<file path="src/rtl/wbagc_pkg.sv">
`timescale 1ns/1ps
package wbagc_pkg;

    // Control word layout; spare bits are carried but have no effect.
    typedef struct packed {
        logic [2:0] tconst;
        logic [1:0] spare;
        logic       track;
        logic       invert;
        logic       ext_mode;
    } agc_ctrl_t;

endpackage

</file>
<file path="src/rtl/wbagc_integ.sv">
`timescale 1ns/1ps
module wbagc_integ #(
    parameter int ERR_W      = 12,
    parameter int INT_W      = 16,
    parameter int SHIFT_BASE = 2,
    parameter int TC_W       = 3
) (
    input  logic                    clk,
    input  logic                    rst,
    input  logic                    en_i,
    input  logic [TC_W-1:0]         tconst_i,
    input  logic signed [ERR_W-1:0] err_i,
    output logic signed [INT_W-1:0] integ_o
);
    localparam int SUM_W = INT_W + 1;
    localparam int SH_W  = $clog2(SHIFT_BASE + (1 << TC_W)) + 1;
    localparam logic signed [SUM_W-1:0] MAX_V = $signed({2'b00, {(INT_W-1){1'b1}}});
    localparam logic signed [SUM_W-1:0] MIN_V = $signed({2'b11, {(INT_W-1){1'b0}}});

    typedef struct packed {
        logic signed [INT_W-1:0] acc;
    } integ_st_t;

    integ_st_t st_d, st_q;

    logic signed [SUM_W-1:0] err_ext;
    logic signed [SUM_W-1:0] step;
    logic signed [SUM_W-1:0] sum;
    logic [SH_W-1:0]         shamt;

    always_comb begin
        st_d    = st_q;
        err_ext = {{(SUM_W-ERR_W){err_i[ERR_W-1]}}, err_i};
        shamt   = SH_W'(SHIFT_BASE) + SH_W'(tconst_i);
        step    = err_ext >>> shamt;
        sum     = {st_q.acc[INT_W-1], st_q.acc} + step;
        if (en_i) begin
            if (sum > MAX_V)      st_d.acc = MAX_V[INT_W-1:0];
            else if (sum < MIN_V) st_d.acc = MIN_V[INT_W-1:0];
            else                  st_d.acc = sum[INT_W-1:0];
        end
    end

    always_ff @(posedge clk) begin
        if (rst) st_q <= '0;
        else     st_q <= st_d;
    end

    assign integ_o = st_q.acc;
endmodule

</file>
<file path="src/rtl/wbagc_sdm.sv">
`timescale 1ns/1ps
module wbagc_sdm #(
    parameter int W = 16
) (
    input  logic                clk,
    input  logic                rst,
    input  logic signed [W-1:0] x_i,
    input  logic                inv_i,
    output logic                bit_o
);
    typedef struct packed {
        logic [W-1:0] acc;
        logic         out;
    } sdm_st_t;

    sdm_st_t    st_d, st_q;
    logic [W-1:0] ux;
    logic [W:0]   sum;

    always_comb begin
        ux       = {~x_i[W-1], x_i[W-2:0]};
        sum      = {1'b0, st_q.acc} + {1'b0, ux};
        st_d.acc = sum[W-1:0];
        st_d.out = sum[W] ^ inv_i;
    end

    always_ff @(posedge clk) begin
        if (rst) begin
            st_q.acc <= {1'b1, {(W-1){1'b0}}};
            st_q.out <= 1'b0;
        end else begin
            st_q <= st_d;
        end
    end

    assign bit_o = st_q.out;
endmodule

</file>
<file path="src/rtl/wbagc_loop.sv">
`timescale 1ns/1ps
module wbagc_loop
    import wbagc_pkg::*;
#(
    parameter int         ERR_W      = 12,
    parameter int         INT_W      = 16,
    parameter int         SHIFT_BASE = 2,
    parameter logic [7:0] CTRL_RST   = 8'h04
) (
    input  logic                    clk,
    input  logic                    rst,
    input  logic [7:0]              ctrl_i,
    input  logic signed [ERR_W-1:0] err_i,
    output logic                    sd_o
);
    localparam int PAD_W = INT_W - ERR_W;

    agc_ctrl_t               ctrl_d, ctrl_q;
    logic signed [INT_W-1:0] integ_w;
    logic signed [INT_W-1:0] err_fs;
    logic signed [INT_W-1:0] mod_x;

    always_comb begin
        ctrl_d = agc_ctrl_t'(ctrl_i);
    end

    always_ff @(posedge clk) begin
        if (rst) ctrl_q <= agc_ctrl_t'(CTRL_RST);
        else     ctrl_q <= ctrl_d;
    end

    // Scale the raw error to modulator full scale
    generate
        if (PAD_W > 0) begin : g_pad
            assign err_fs = {err_i, {PAD_W{1'b0}}};
        end else begin : g_same
            assign err_fs = err_i;
        end
    endgenerate

    assign mod_x = ctrl_q.ext_mode ? err_fs : integ_w;

    wbagc_integ #(
        .ERR_W(ERR_W), .INT_W(INT_W), .SHIFT_BASE(SHIFT_BASE), .TC_W(3)
    ) integ_i (
        .clk(clk), .rst(rst),
        .en_i(!ctrl_q.ext_mode && ctrl_q.track),
        .tconst_i(ctrl_q.tconst),
        .err_i(err_i),
        .integ_o(integ_w)
    );

    wbagc_sdm #(.W(INT_W)) sdm_i (
        .clk(clk), .rst(rst),
        .x_i(mod_x), .inv_i(ctrl_q.invert),
        .bit_o(sd_o)
    );
endmodule

</file>
<file path="config.mk">
export PLATFORM = sky130hd
export DESIGN_NAME = wbagc_loop
export DESIGN_NICKNAME = d
export VERILOG_FILES = /design/src/rtl/wbagc_pkg.sv /design/src/rtl/wbagc_integ.sv /design/src/rtl/wbagc_sdm.sv /design/src/rtl/wbagc_loop.sv
export SDC_FILE = /design/constraint.sdc
export NUM_CORES = 1
export LEC_CHECK = 0
export BUFFER_PORTS_ARGS = -buffer_cell sky130_fd_sc_hd__buf_2
export CAP_MARGIN = 20
export CELL_PAD_IN_SITES_DETAIL_PLACEMENT = 0
export CELL_PAD_IN_SITES_GLOBAL_PLACEMENT = 1
export CORE_MARGIN = 3
export CORE_UTILIZATION = 48
export DETAILED_ROUTE_END_ITERATION = 16
export GPL_ROUTABILITY_DRIVEN = 0
export HOLD_SLACK_MARGIN = 0.06
export PLACE_DENSITY = 0.87
export SYNTH_ARGS = -nofsm -noshare
export SYNTH_HDL_FRONTEND = slang
export SYNTH_HIERARCHICAL = 1
export SYNTH_SLANG_ARGS = --single-unit
</file>
<file path="constraint.sdc">
create_clock -name clk -period 4.5 [get_ports clk]
set_input_delay 0.225 -clock clk [delete_from_list [all_inputs] [get_ports clk]]
set_output_delay 0.225 -clock clk [all_outputs]
set_load 0.05 [all_outputs]
</file>
; ---- Word level (Yosys, flattened, before mapping)
; Index checks and enable logic that the tools add are counted.
[totals]
ramBits = 0
register_bits = 39
mem_count = 0
latch_bits = 0
rom_bits = 0
elab_cells = 20
output_inout_bits = 1
[classes]
n_shift = 1
order_cmp = 2
n_mux = 3
mul = 0
div_mod_pow = 0
eq_ne = 0
addsub = 3
reduce_logical = 2
n_bitwise = 2
[op_table]
columns = operator, count
row1 = $mux 16, 3
row2 = $add 16x16->17, 1
row3 = $add 17x17->17, 1
row4 = $gt 17x16->1 const B, 1
row5 = $lt 17x16->1 const B, 1
row6 = $sshr 12x4->17, 1
row7 = $add 2x3->4 const A, 1
row8 = $logic_and 1x1->1, 1
row9 = $logic_not 1->1, 1
row10 = $not 1->1, 1
row11 = $xor 1x1->1, 1

; ---- Logic depth before layout (Yosys ltp)
[logic_depth]
depth_word = 6
depth_mapped = 17

; ---- Hierarchy
; The synthesis kept the hierarchy.
[modules_own_cells]
columns = mod, cells_per_inst, seq_area_each_um2, n_inst, area_per_inst_um2
row1 = wbagc_integ, 237, 320.3, 1, 2072.0
row2 = wbagc_sdm, 128, 340.3, 1, 1163.6
row3 = wbagc_loop, 31, 120.1, 1, 386.6

; ---- Worst setup path before layout
; No wires, ideal clock.
[synth_timing]
kind = flip-flop to flip-flop
from = reg ctrl_q[6] (netlist name)
to = reg integ_i.st_q (netlist bit integ_i/integ_o[5])
path_stages_with_launch = 16
setup_slack_ns = 0.335
setup_ns = 0.135
arrival_ns = 4.030
t_required_ns = 4.365
path_buffers = 3
cell_sequence = dfxtp_1 > clkbuf_1 > clkbuf_1 > mux2i_1 > a21oi_1 > mux4_2 > ha_1 > fa_1 > a21o_1 > a221oi_4 > a211oi_2 > nor2b_4 > o41ai_4 > buf_6 > maj3_2 > a211oi_1
[synth_between]
elab_chain_len = 6
elab_cells_between_ends = 7
cone_classes = add/sub: 2 / order compare: 2 / shift: 1 / mux: 2
[synth_lines]
columns = element, line
row1 = "start, declared", wbagc_loop.sv:18  ; agc_ctrl_t ctrl_d, ctrl_q;
row2 = "start signal, assigned", wbagc_loop.sv:28  ; if (rst) ctrl_q <= agc_ctrl_t'(CTRL_RST);
row3 = "start signal, assigned", wbagc_loop.sv:29  ; else ctrl_q <= ctrl_d;
row4 = $add 2x3->4 (*), wbagc_integ.sv:34  ; shamt = SH_W'(SHIFT_BASE) + SH_W'(tconst_i);
row5 = $sshr 12x4->17 (*), wbagc_integ.sv:35  ; step = err_ext >>> shamt;
row6 = $add 17x17->17 (*), wbagc_integ.sv:36  ; sum = {st_q.acc[INT_W-1], st_q.acc} + step;
row7 = $lt 17x16->1, wbagc_integ.sv:39  ; else if (sum < MIN_V) st_d.acc = MIN_V[INT_W-1:0];
row8 = $mux 16, wbagc_integ.sv:39
row9 = $mux 16 (*), wbagc_integ.sv:38  ; if (sum > MAX_V) st_d.acc = MAX_V[INT_W-1:0];
row10 = "end signal, assigned", wbagc_integ.sv:46  ; else st_q <= st_d;
row11 = "end, declared", wbagc_integ.sv:24  ; integ_st_t st_d, st_q;
; Mark *: on every way between the ends. The rest lies on a longest branch, timed or not.
; A chain may end at the register's enable or synchronous reset.

; ---- Worst setup path in the final report
[layout_timing]
from = reg ctrl_q[6] (netlist name)
to = reg integ_i.st_q (netlist bit integ_i/integ_o[7])
; The elaborated chain is that of the path after synthesis.

==> out/metrics.yaml <==
finish:
  final_util_pct: 52.8
  finalNonFillerCells: 507
  area_delta_synth_final_pct: 6.39
  antenna_cells: 0
  layout.nets: 464
  drive_gt1_share_pct: 21.6
global_routing:
  track_usage_pct: 19.0
  grt_max_degree: 43
  grt_pass1_wl_um: 13400
  grt_overflow: 0
  antenna_found_initial: 0
  grt_pass1_vias: 2899
worst_setup_path:
  critical_path.cell_chain: "buf_4, mux2i_1, a21oi_1, mux4_2, ha_1, fa_1, a21o_1, a221oi_4, a211oi_2, nor2b_4, o41ai_4, buf_4, maj3_2, a211oi_1"
  slowest_delay_ns: 0.50
  crit_slowest_cell: "dfxtp_2"
  crit_buf_inv: 2
  reg2reg_from: "ctrl_q[6]"
  rrSetupSlack_ns: 0.40
  critPathMostFrequentCell: "buf_4"
  worst-path-max-fanout: 16
  cp-end-kind: "register"
  worstPathArrival_ns: 4.25
  r2r_cells: 14
  required_ns: 4.65
  crit_family: "compound AO/OA/AOI/OAI gates"
  timing.rr.end: "integ_i/integ_o[7]"
  critPathLaunchType: "register"
  worstSetupPathType: "register to register"
route:
  viasPerCell: 5.71
  drt_iter0_drc: 155
  drcViolationCount: 0
  dr.pass1.iters: 4
  antenna_left: 0
  via_count: 2893
  wl_per_cell_um: 15.2
  routed_wl_um: 7720
clock_network:
  clock_path_buffers: 2
  postCtsSetupBuffers: 0
  path_clk_slew_ns: 0.09
  cts_max_level: 2
  cts.sinks: 39
  cts_buffers: 5
  clock-root-buffer: "clkbuf_8"
  clock_insertion_delay_worst_skew_ns: 0.30
  cts_hold_buf: 0
  tritoncts: "yes"
sta:
  hold_viol: 0
  finalSetupViolCount: 0
  drv_slew: 0
  relSlewSlack_pct: 46.9
  fin_crit_sh_pct: 91.2
  fin_tns_setup_ns: 0
  rsz0062_at_grt: "no"
  tightest_slew_ns: 0.796
  min_period_ns: 4.10
  max_freq_mhz: 244
  setup_slack_ns: 0.397
  finalClockSkew_ns: 0.00966
floorplanning:
  core_area_um2: 7290
  start_util_pct: 49.7
  io_pins: 23
  dieArea_um2: 8620
  die_x_um: 92.9
  chipHeight_um: 92.9
  rows: 31
pwr:
  clockPowerShare_pct: 15.0
  p_comb_share_pct: 60.4
  p_int_mw: 1.22
  power_frac_seq_pct: 24.6
  swShare_pct: 41.6
  p_sw_mw: 0.866
  p_leak_nw: 1.61
  peakVddDrop_v: 0.000345
  power.density_nw_per_um2: 540
  p_total_mw: 2.08
synthesis:
  yosysSeqAreaShare_pct: 21.6
  syn_area_um2: 3620
  synth_ff_type: "dfxtp_1"
  synthArstFlopShare_pct: 0
  ys_seq_elements: 39
  syn_avg_cell_area_um2: 9.15
  yosysUniqueCellTypes: 68
  syn_inst: 396
  yosysWarnings: 6
  synth_fp_nets: 453
  synth-edff-count: 0
run:
  cap_violations: 0
place:
  dp_hpwl_um: 5970
  pre_cts_ws_ns: 0.114
  placed_cells: 498
  port_buffers: 20
hold_path:
  hold_class: "input pin to register"
  holdCritStartpoint: "ctrl_i[2]"
  hold_path_end: "ctrl_q[2]"
  hold_path_depth: 2
status:
  status: "completed"
[flip-flops by register name (all words and copies together), names as in the netlist]
signal           count
integ_i/integ_o     16
sdm_i/st_q          16
ctrl_q               6
sdm_i/bit_o          1
[power by group through the flow]
stage | clock, mW | combinational, mW | sequential (mW)
floorplan | 0 | 1.05 | 0.508
global placement | 0 | 1.20 | 0.518
detailed placement | 0 | 1.24 | 0.522
CTS | 0.316 | 1.24 | 0.514
global route | 0.327 | 1.41 | 0.527
finish | 0.312 | 1.26 | 0.512
[synthesized netlist by cell type, types with 3 or more instances]
cell            n  area share, %
a211oi_1       17            3.5
a21boi_0        3           0.62
a21o_1          9            1.9
a21oi_1        29            4.0
a31oi_1         6            1.0
and2b_2         5            1.2
buf_2           3           0.41
buf_6           3           0.93
clkbuf_1        6           0.62
dfxtp_1        39             22
dlygate4sd3_1   3           0.83
ha_1           33             11
inv_1           7           0.73
maj3_1         11            3.0
maj3_2          4            1.2
mux2_2         10            3.1
mux2_4          5            2.1
mux2i_1         7            1.9
mux4_2          8            5.0
nand2_1        20            2.1
nand2b_1        4           0.69
nand3_1         5           0.69
nor2_1         48            5.0
nor2b_1        14            2.4
nor3_1          4           0.55
o21a_1          7            1.5
o21ai_0        10            1.4
o21ba_2         3           0.83
o22ai_1         3           0.52
or2_2           4           0.69
xnor2_1        10            2.4
xor2_1         12            2.9
[metal layers]
metal  vias to the layer above  global-route usage [%]  wire (um)  part of all wire (%)
li1                       1471                       -          -                     -
met1                      1339                    25.8       3590                    47
met2                        67                    31.5       3690                    48
met3                        16                    3.01        312                   4.0
met4                         0                    4.76        122                   1.6
met5                         -                       0          0                     0
[cell families (layout without fill, tap and decap cells)]
family / after synthesis / after routing / synth area share, %
AO/OA/AOI/OAI: 108 / 108 / 22.6
flip-flops: 39 / 39 / 21.6
AND/OR/NAND/NOR: 119 / 119 / 16.9
buffers and inverters: 28 / 40 / 4.84
multiplexers: 30 / 30 / 12.1
XOR/XNOR: 22 / 22 / 5.32
adder cells (fa/ha/maj): 50 / 50 / 16.8
[worst max-delay path by stage]
stage / slack [ns] / cells past startpoint / end / startpoint
detailed placement: 0.11 / 12 / integ_i/integ_o[7] / ctrl_q[6]
global route: 0.12 / 13 / integ_i/integ_o[7] / ctrl_q[6]
finish: 0.40 / 14 / integ_i/integ_o[7] / ctrl_q[6]
floorplan: 0.34 / 15 / integ_i/integ_o[5] / ctrl_q[6]
CTS: 0.10 / 12 / integ_i/integ_o[7] / ctrl_q[6]
global placement: 0.21 / 14 / integ_i/integ_o[5] / ctrl_q[6]
[through the flow]
stage,area [um^2],hold slack [ns]
after floorplan,3620,0.297
after global placement,3720,0.411
after detailed placement,3720,0.419
after CTS,3840,0.105
after global routing,3850,0.115
final,3850,0.107
[worst reg2reg max path, stage by stage, from the launching register on]
cell and delay [ns]:
dfxtp_2 0.50, buf_4 0.21, mux2i_1 0.22, a21oi_1 0.15
mux4_2 0.48, ha_1 0.22, fa_1 0.41, a21o_1 0.22
a221oi_4 0.36, a211oi_2 0.15, nor2b_4 0.15, o41ai_4 0.31
buf_4 0.28, maj3_2 0.22, a211oi_1 0.07
[repair_timing]
item                                    4_1_cts  5_1_grt
gates resized for setup                       0        1
hold endpoints to repair                      0        0
endpoints found under the setup margin        0       15
[cells in the final DEF, fill, tap and decap left out, types with 7 or more instances in the layout]
cell,count
a21oi_1,29
a211oi_1,17
o21ai_0,10
mux2i_1,7
buf_2,20
mux4_2,8
a21o_1,9
nor2b_1,14
mux2_2,10
xor2_1,12
dfxtp_1,38
ha_1,33
maj3_1,11
nor2_1,48
nand2_1,20
xnor2_1,10
inv_1,7
o21a_1,7
[area by class of cell]
class	count	area [um^2]
clock buffers	6	82.6
clock inverters	2	35.0
fillers	738	3440
inverters	8	30.0
multi-input cells	329	2670
flip-flops and latches	39	782
well taps	99	124
repair buffers	24	134
Note: power is estimated with default switching activity, not from simulation.
